==> src/rtl/cam_regacc_pkg.sv <==
package cam_regacc_pkg;

  localparam int OP_W = 12;

  localparam logic [5:0] FN_NOP_NFA = 6'b000011;
  localparam logic [5:0] FN_ADR     = 6'b000100;
  localparam logic [5:0] FN_CMP     = 6'b000101;
  localparam logic [5:0] FN_CFG     = 6'b000110;
  localparam logic [5:0] FN_STS     = 6'b000111;
  localparam logic [5:0] FN_DEV     = 6'b001000;

  typedef enum logic [3:0] {
    OP_IDLE, OP_NOP, OP_NFA_RD,
    OP_ADR_WR, OP_ADR_RD, OP_CFG_WR, OP_CFG_RD,
    OP_DEV_WR, OP_DEV_RD, OP_STS_RD, OP_CMP_WR, OP_BAD
  } cmd_e;

  typedef struct packed {
    cmd_e       cmd;
    logic [2:0] msel;
    logic       is_read;
    logic       bad;
  } dec_t;

endpackage

==> src/rtl/cam_cmd_decode.sv <==
module cam_cmd_decode
  import cam_regacc_pkg::*;
(
  input  logic [OP_W-1:0] op,
  input  logic            wr_n,
  input  logic            addr_valid,
  input  logic            half,
  output dec_t            dec
);

  always_comb begin
    dec      = '0;
    dec.cmd  = OP_IDLE;
    dec.msel = op[8:6];
    if (addr_valid) begin
      case (op[5:0])
        FN_NOP_NFA: dec.cmd = wr_n ? OP_NFA_RD : OP_NOP;
        FN_ADR:     dec.cmd = wr_n ? OP_ADR_RD : OP_ADR_WR;
        FN_CFG:     dec.cmd = wr_n ? OP_CFG_RD : OP_CFG_WR;
        FN_DEV:     dec.cmd = wr_n ? OP_DEV_RD : OP_DEV_WR;
        FN_STS:     dec.cmd = wr_n ? OP_STS_RD : OP_BAD;
        FN_CMP:     dec.cmd = wr_n ? OP_BAD    : OP_CMP_WR;
        default:    dec.cmd = OP_BAD;
      endcase
      if (half && dec.cmd != OP_CMP_WR) dec.cmd = OP_BAD;
    end
    dec.is_read = (dec.cmd == OP_NFA_RD) || (dec.cmd == OP_ADR_RD) ||
                  (dec.cmd == OP_CFG_RD) || (dec.cmd == OP_DEV_RD) ||
                  (dec.cmd == OP_STS_RD);
    dec.bad     = (dec.cmd == OP_BAD);
  end

endmodule

==> src/rtl/cam_mask_bank.sv <==
module cam_mask_bank #(
  parameter  int NMASK = 8,
  parameter  int MW    = 64,
  localparam int SW    = $clog2(NMASK)
) (
  input  logic          clk,
  input  logic          rst_n,
  input  logic          ld_en,
  input  logic [SW-1:0] ld_sel,
  input  logic [MW-1:0] ld_data,
  input  logic [SW-1:0] sel,
  output logic [MW-1:0] mask
);

  // Index 0 is the fixed all-zero mask; only indices 1..NMASK-1 hold storage.
  logic [MW-1:0] mreg [1:NMASK-1];

  always_ff @(posedge clk) begin
    if (!rst_n) begin
      for (int k = 1; k < NMASK; k++) mreg[k] <= '0;
    end else begin
      for (int k = 1; k < NMASK; k++)
        if (ld_en && ld_sel == SW'(k)) mreg[k] <= ld_data;
    end
  end

  always_comb begin
    mask = '0;
    for (int k = 1; k < NMASK; k++)
      if (sel == SW'(k)) mask = mreg[k];
  end

  // a load is visible from the following cycle
  load_visible_chk: assert property (@(posedge clk) disable iff (!rst_n)
    (ld_en && ld_sel != '0 && sel == ld_sel) |=> (mask == $past(ld_data)) || (sel != $past(sel)));

endmodule

==> src/rtl/cam_free_scan.sv <==
module cam_free_scan #(
  parameter  int DEPTH = 64,
  localparam int IW    = $clog2(DEPTH)
) (
  input  logic          clk,
  input  logic          rst_n,
  input  logic          upd_en,
  input  logic [IW-1:0] upd_idx,
  input  logic          upd_val,
  output logic [IW-1:0] first_idx,
  output logic          none_set
);

  logic [DEPTH-1:0] vld_q;

  always_ff @(posedge clk) begin
    if (!rst_n)      vld_q <= '0;
    else if (upd_en) vld_q[upd_idx] <= upd_val;
  end

  // Lowest index wins: scan downward so the last hit is the smallest one.
  always_comb begin
    first_idx = '0;
    none_set  = 1'b1;
    for (int i = DEPTH - 1; i >= 0; i--) begin
      if (vld_q[i]) begin
        first_idx = IW'(i);
        none_set  = 1'b0;
      end
    end
  end


  first_is_set_chk: assert property (@(posedge clk) disable iff (!rst_n)
    !none_set |-> vld_q[first_idx]);

  // an update lands on the next edge
  upd_lands_chk: assert property (@(posedge clk) disable iff (!rst_n)
    upd_en |=> (vld_q[$past(upd_idx)] == $past(upd_val)));

endmodule

==> src/rtl/cam_regacc.sv <==
module cam_regacc
  import cam_regacc_pkg::*;
#(
  parameter  int DW       = 32,
  parameter  int NMASK    = 8,
  parameter  int DEPTH    = 64,
  parameter  int PAGE_W   = 4,
  parameter  int NFA_W    = 12,
  parameter  int PAGE_LSB = 16,
  localparam int CW       = 2 * DW,
  localparam int SW       = $clog2(NMASK),
  localparam int IDX_W    = $clog2(DEPTH)
) (
  input  logic              clk,
  input  logic              rst_n,
  input  logic [OP_W-1:0]   cmd_op,
  input  logic              cmd_wr_n,
  input  logic              cmd_addr_valid,
  input  logic              cmd_half,
  input  logic [DW-1:0]     dq_in,
  output logic [DW-1:0]     dq_out,
  output logic              dq_oe,
  input  logic [PAGE_W-1:0] page_id,
  input  logic              mask_ld_en,
  input  logic [SW-1:0]     mask_ld_sel,
  input  logic [CW-1:0]     mask_ld_data,
  input  logic              vld_wr_en,
  input  logic [IDX_W-1:0]  vld_idx,
  input  logic              vld_set,
  output logic [CW-1:0]     cmp_key,
  output logic              full
);

  dec_t             dec;
  logic [CW-1:0]    mask;
  logic [DW-1:0]    mlo, mhi;
  logic [IDX_W-1:0] free_idx;
  logic             none_set;
  logic [DW-1:0]    adr_q, cfg_q, dev_q;
  logic [CW-1:0]    cmp_q;
  logic             illegal_q;
  logic [DW-1:0]    nfa_word, sts_word, rd_word;

  cam_cmd_decode u_dec (
    .op(cmd_op), .wr_n(cmd_wr_n), .addr_valid(cmd_addr_valid),
    .half(cmd_half), .dec(dec)
  );

  cam_mask_bank #(.NMASK(NMASK), .MW(CW)) u_mask (
    .clk(clk), .rst_n(rst_n), .ld_en(mask_ld_en), .ld_sel(mask_ld_sel),
    .ld_data(mask_ld_data), .sel(dec.msel[SW-1:0]), .mask(mask)
  );

  cam_free_scan #(.DEPTH(DEPTH)) u_scan (
    .clk(clk), .rst_n(rst_n), .upd_en(vld_wr_en), .upd_idx(vld_idx),
    .upd_val(vld_set), .first_idx(free_idx), .none_set(none_set)
  );

  assign mlo = mask[DW-1:0];
  assign mhi = mask[CW-1:DW];

  function automatic logic [DW-1:0] merge(input logic [DW-1:0] old_v,
                                          input logic [DW-1:0] new_v,
                                          input logic [DW-1:0] keep);
    return (old_v & keep) | (new_v & ~keep);
  endfunction

  always_ff @(posedge clk) begin
    if (!rst_n) begin
      adr_q     <= '0;
      cfg_q     <= '0;
      dev_q     <= '0;
      cmp_q     <= '0;
      illegal_q <= 1'b0;
    end else begin
      case (dec.cmd)
        OP_ADR_WR: adr_q <= merge(adr_q, dq_in, mlo);
        OP_CFG_WR: cfg_q <= merge(cfg_q, dq_in, mlo);
        OP_DEV_WR: dev_q <= merge(dev_q, dq_in, mlo);
        OP_CMP_WR: begin
          if (cmd_half) cmp_q[CW-1:DW] <= merge(cmp_q[CW-1:DW], dq_in, mhi);
          else          cmp_q[DW-1:0]  <= merge(cmp_q[DW-1:0],  dq_in, mlo);
        end
        OP_BAD:    illegal_q <= 1'b1;
        default:   ;
      endcase
    end
  end

  always_comb begin
    nfa_word = '0;
    if (!none_set) begin
      nfa_word[NFA_W-1:0]            = NFA_W'(free_idx);
      nfa_word[PAGE_LSB +: PAGE_W]   = page_id;
    end
    sts_word    = '0;
    sts_word[0] = illegal_q;
    sts_word[1] = none_set;
    case (dec.cmd)
      OP_NFA_RD: rd_word = nfa_word;
      OP_ADR_RD: rd_word = adr_q;
      OP_CFG_RD: rd_word = cfg_q;
      OP_DEV_RD: rd_word = dev_q;
      OP_STS_RD: rd_word = sts_word;
      default:   rd_word = '0;
    endcase
  end

  always_ff @(posedge clk) begin
    if (!rst_n) begin
      dq_oe  <= 1'b0;
      dq_out <= '0;
    end else begin
      dq_oe  <= dec.is_read;
      dq_out <= dec.is_read ? rd_word : '0;
    end
  end

  assign cmp_key = cmp_q;
  assign full    = none_set;


  oe_after_read_chk: assert property (@(posedge clk) disable iff (!rst_n)
    dq_oe |-> $past(dec.is_read));


  idle_no_oe_chk: assert property (@(posedge clk) disable iff (!rst_n)
    !cmd_addr_valid |=> !dq_oe);


  sticky_illegal_chk: assert property (@(posedge clk) disable iff (!rst_n)
    illegal_q |=> illegal_q);


  nop_holds_chk: assert property (@(posedge clk) disable iff (!rst_n)
    (dec.cmd == OP_NOP) |=> ($stable(adr_q) && $stable(cfg_q) && $stable(dev_q)
                             && $stable(cmp_q) && $stable(illegal_q)));


  masked_bits_keep_chk: assert property (@(posedge clk) disable iff (!rst_n)
    (dec.cmd == OP_ADR_WR) |=> ((adr_q & $past(mlo)) == ($past(adr_q) & $past(mlo))));

endmodule

==> config.mk <==
export PLATFORM = sky130hd
export DESIGN_NAME = cam_regacc
export DESIGN_NICKNAME = d
export VERILOG_FILES = /design/src/rtl/cam_regacc_pkg.sv /design/src/rtl/cam_cmd_decode.sv /design/src/rtl/cam_mask_bank.sv /design/src/rtl/cam_free_scan.sv /design/src/rtl/cam_regacc.sv
export SDC_FILE = /design/constraint.sdc
export NUM_CORES = 1
export LEC_CHECK = 0
export BUFFER_PORTS_ARGS = -buffer_cell sky130_fd_sc_hd__buf_2
export CAP_MARGIN = 40
export CORE_AREA = 2 2 246 248
export DETAILED_ROUTE_END_ITERATION = 6
export DIE_AREA = 0 0 248 250
export PLACE_DENSITY = 0.76
export SLEW_MARGIN = 20
export SYNTH_ARGS = -nofsm -noshare
export SYNTH_HDL_FRONTEND = slang
export SYNTH_SLANG_ARGS = --single-unit
==> constraint.sdc <==
create_clock -name clk -period 7 [get_ports clk]
set_clock_uncertainty 0.1 [all_clocks]
set_input_delay 2.1 -clock clk [delete_from_list [all_inputs] [get_ports clk]]
set_output_delay 2.1 -clock clk [all_outputs]
set_load 0.005 [all_outputs]
==> results.md <==
- Status: complete, no violations
- First-pass GRT wire length: between 100000 and 150000 microns
- Core Footprint: around 60000 sq um
- Die width: about 250 microns
- # rows: 90
- Setup Buffers After CTS: 0
- Dpl cell area: approximately 34000 sq um
- Share of layout cells above drive strength 1: 17.1%
- CTS max path bufs: 3
- Largest net degree at the start of global routing: 95
- Crit path launch: u_scan.vld_q[28]$_SDFFE_PN0P_
- GPL Wtd Cong: roughly 0.88
- Syn Nets: 2915
- H-tree depth: 3
- First-pass DRT Iterations: 7
- Achievable Freq: 200 MHz
- Area growth syn-to-layout: 14.1%
- Vias in the first global route: 24200
- DRC: 0
- Number of clock buffers inserted by TritonCTS: 74
- Unrepaired setup endpoints after global routing: no
- FF-to-FF path depth: 6
- Post-CTS Hold Buffers: 0
- Worst Setup Start Kind: register
- Hold Crit Class: register to register
- Primary FF master, synth: edfxtp_1
- Hpwl dp: roughly 60000 microns
- Worst EP required: 4.80 ns
- Max Cap Viol: 0
- CTS root buf: clkbuf_16
- Final hold violations: 0
- Crit Path Class: register to primary output
- Setup crit end kind: primary output
- Cells after Synth: 2786
- Post_cts resized: 0
- Mean Syn Cell Area: 11.6 sq um
- Final WS setup: roughly 2 ns
- Top area cells in the synthesized netlist: edfxtp_1 (42%), dfxtp_1 (16%), and2_1 (8.7%), mux2i_1 (4.5%), mux2_2 (2.2%)
- Worst R2R Start: u_scan.vld_q[28]$_SDFFE_PN0P_
- Static Leak: between 10 and 15 nW
- Critical Path AT: ~2.8 ns
- Sink Count: around 710
- Post-synthesis cell area: between 30000 and 40000 sq um
- Worst-Margin Slew: 0.885 ns
- Synth warnings: 0
- Input/output buffers: between 200 and 250
- GRT Overall Usage: about a third
- Ports: around 230
- Max VDD drop: ~0.00024 V
- Total placed cells including tap cells: 3652
- Flop-to-flop setup slack: approximately 4.2 ns
- Initial antenna violation count: 20
- Largest area contributor in the netlist: edfxtp_1
- Hold Slack: approximately 0.37 ns
- Avg WL per Cell: ~26 microns
- NumNets Final: slightly above 3000
- Clk Latency, worst-skew pair: 0.65 ns
- Starting Density: 54.3%
- DRT Wirelength: roughly 100000 microns
- Max FO, Critical Path: 5
- Final Cycle Share: a little under three quarters
- Capturing point of the worst reg2reg path: dq_out[3]$_SDFF_PN0_
- Seq cells post-synth: slightly above 700
- Relative slew slack: between 40% and 50%
- Die Area: between 60000 and 70000 sq um
- Netlist cell types: between 70 and 80
- Post-synth EDFFs: approximately 450
- Minimum clock period: about 5 ns
- CTS tree: built
- Share of the yosys chip area belonging to registers: 57.6%
- Synth async-reset ratio: 0%
- Pwr per Cell Area: between 200 and 300 nW/um^2
- Antenna-violating nets left: 0
- Max Slew Vio Count: 0
- Share of the synthesized area in the top cell type: approximately two fifths
- Dpl ws: about 2 ns
- Iter 0 DRT Violations: approximately 2800
- Fin area: approximately 37000 sq um
- Die Height: 250 microns
- Post-Layout Cell Count: ~3800
- Routed vias/inst: 6.40
- Worst Hold Depth: 2
- GR Overflow Total: 0
- Via Count: approximately 24000
- Clock Pin Slew Worst Setup and Hold Paths: about 0.060 ns
- Setup-failing EPs final: 0
- Total power: about 9.3 mW
## worst max-delay path by stage
stage,end,cells past startpoint
global route,full,4
floorplan,u_mask.mreg[4][0]$_SDFFCE_PN0P_,2
finish,full,4
CTS,full,4
detailed placement,register,8
global placement,register,8
## cells in the mapped netlist, types with 7 or more instances
| master | count |
|---|---|
| nor3_1 | 47 |
| a21oi_1 | 23 |
| nor4_1 | 24 |
| mux4_2 | 15 |
| a221o_1 | 51 |
| inv_1 | 48 |
| o221ai_1 | 32 |
| a221oi_1 | 18 |
| o31ai_1 | 37 |
| and2_1 | 450 |
| nand2b_1 | 16 |
| o21ai_0 | 76 |
| clkbuf_1 | 140 |
| a21boi_0 | 94 |
| nand3_1 | 139 |
| a222oi_1 | 30 |
| a22oi_1 | 48 |
| mux2_2 | 63 |
| a22o_1 | 33 |
| or4_1 | 7 |
| nor2b_1 | 74 |
| buf_2 | 45 |
| nor2_1 | 82 |
| o211ai_1 | 55 |
| a211oi_1 | 19 |
| nand2_1 | 170 |
| buf_1 | 10 |
| edfxtp_1 | 448 |
| mux2i_1 | 146 |
| dfxtp_1 | 258 |
## per-layer routing
metal	vias to the layer above	GRT usage, %	wire length, microns
met2	1391	49.9	46300
li1	10700	-	-
met3	280	6.75	9390
met1	12000	41.2	38400
met4	10	15.2	4650
met5	-	0	61
## stage by stage
step | utilization [%] | TNS, ns
2_1_floorplan | - | -58.82
6_report | 61.9 | 0
3_5_place_dp | 57.6 | 0
4_1_cts | 61.6 | 0
3_3_place_gp | 57.3 | 0
5_1_grt | 61.9 | 0
## kinds of logic after synthesis
kind of cell              count (synthesis)  synth area share, %
and+or+nand+nor                        1051                 18.1
xor gates and xnor gates                  1               0.0271
AOI/OAI and AO/OA                       553                 13.3
DFF                                     706                 57.6
muxes                                   225                 7.80
buffers and inverters                   250                 3.21
## cells in the final DEF, fill, tap and decap left out, types with 32 or more instances in the layout
master / n
a221o_1: 51
a22o_1: 33
inv_1: 48
mux2i_1: 146
o221ai_1: 32
edfxtp_1: 448
a22oi_1: 48
nor2_1: 75
mux2_2: 63
o31ai_1: 36
nand3_1: 139
dfxtp_1: 258
nor3_1: 43
nand2_1: 170
o211ai_1: 55
o21ai_0: 70
a21boi_0: 94
buf_2: 219
clkbuf_16: 75
buf_4: 57
nor2b_1: 73
and2_1: 450
## worst max-delay path, stage by stage, from the launching register on
cell and delay (ns):
dfxtp_1 0.34, nor4_1 0.71, nand4_1 0.37, nor4_4 0.55, buf_2 0.20
## layout make-up
class	count	area [sq um]
sequential	706	18600
tap	782	978
clock buffer	115	2170
antenna	15	37.5
inverter	48	180
clock inverter	21	224
fill	4609	22700
timing repair buffer	292	1860
multi-input combinational	1830	12800
## power by group
part	internal, mW	total (mW)	switching, mW
registers	4.61	4.67	0.0562
logic	0.243	0.724	0.482
clock network	2.25	3.91	1.66
Power figures use the tool's default switching activity.
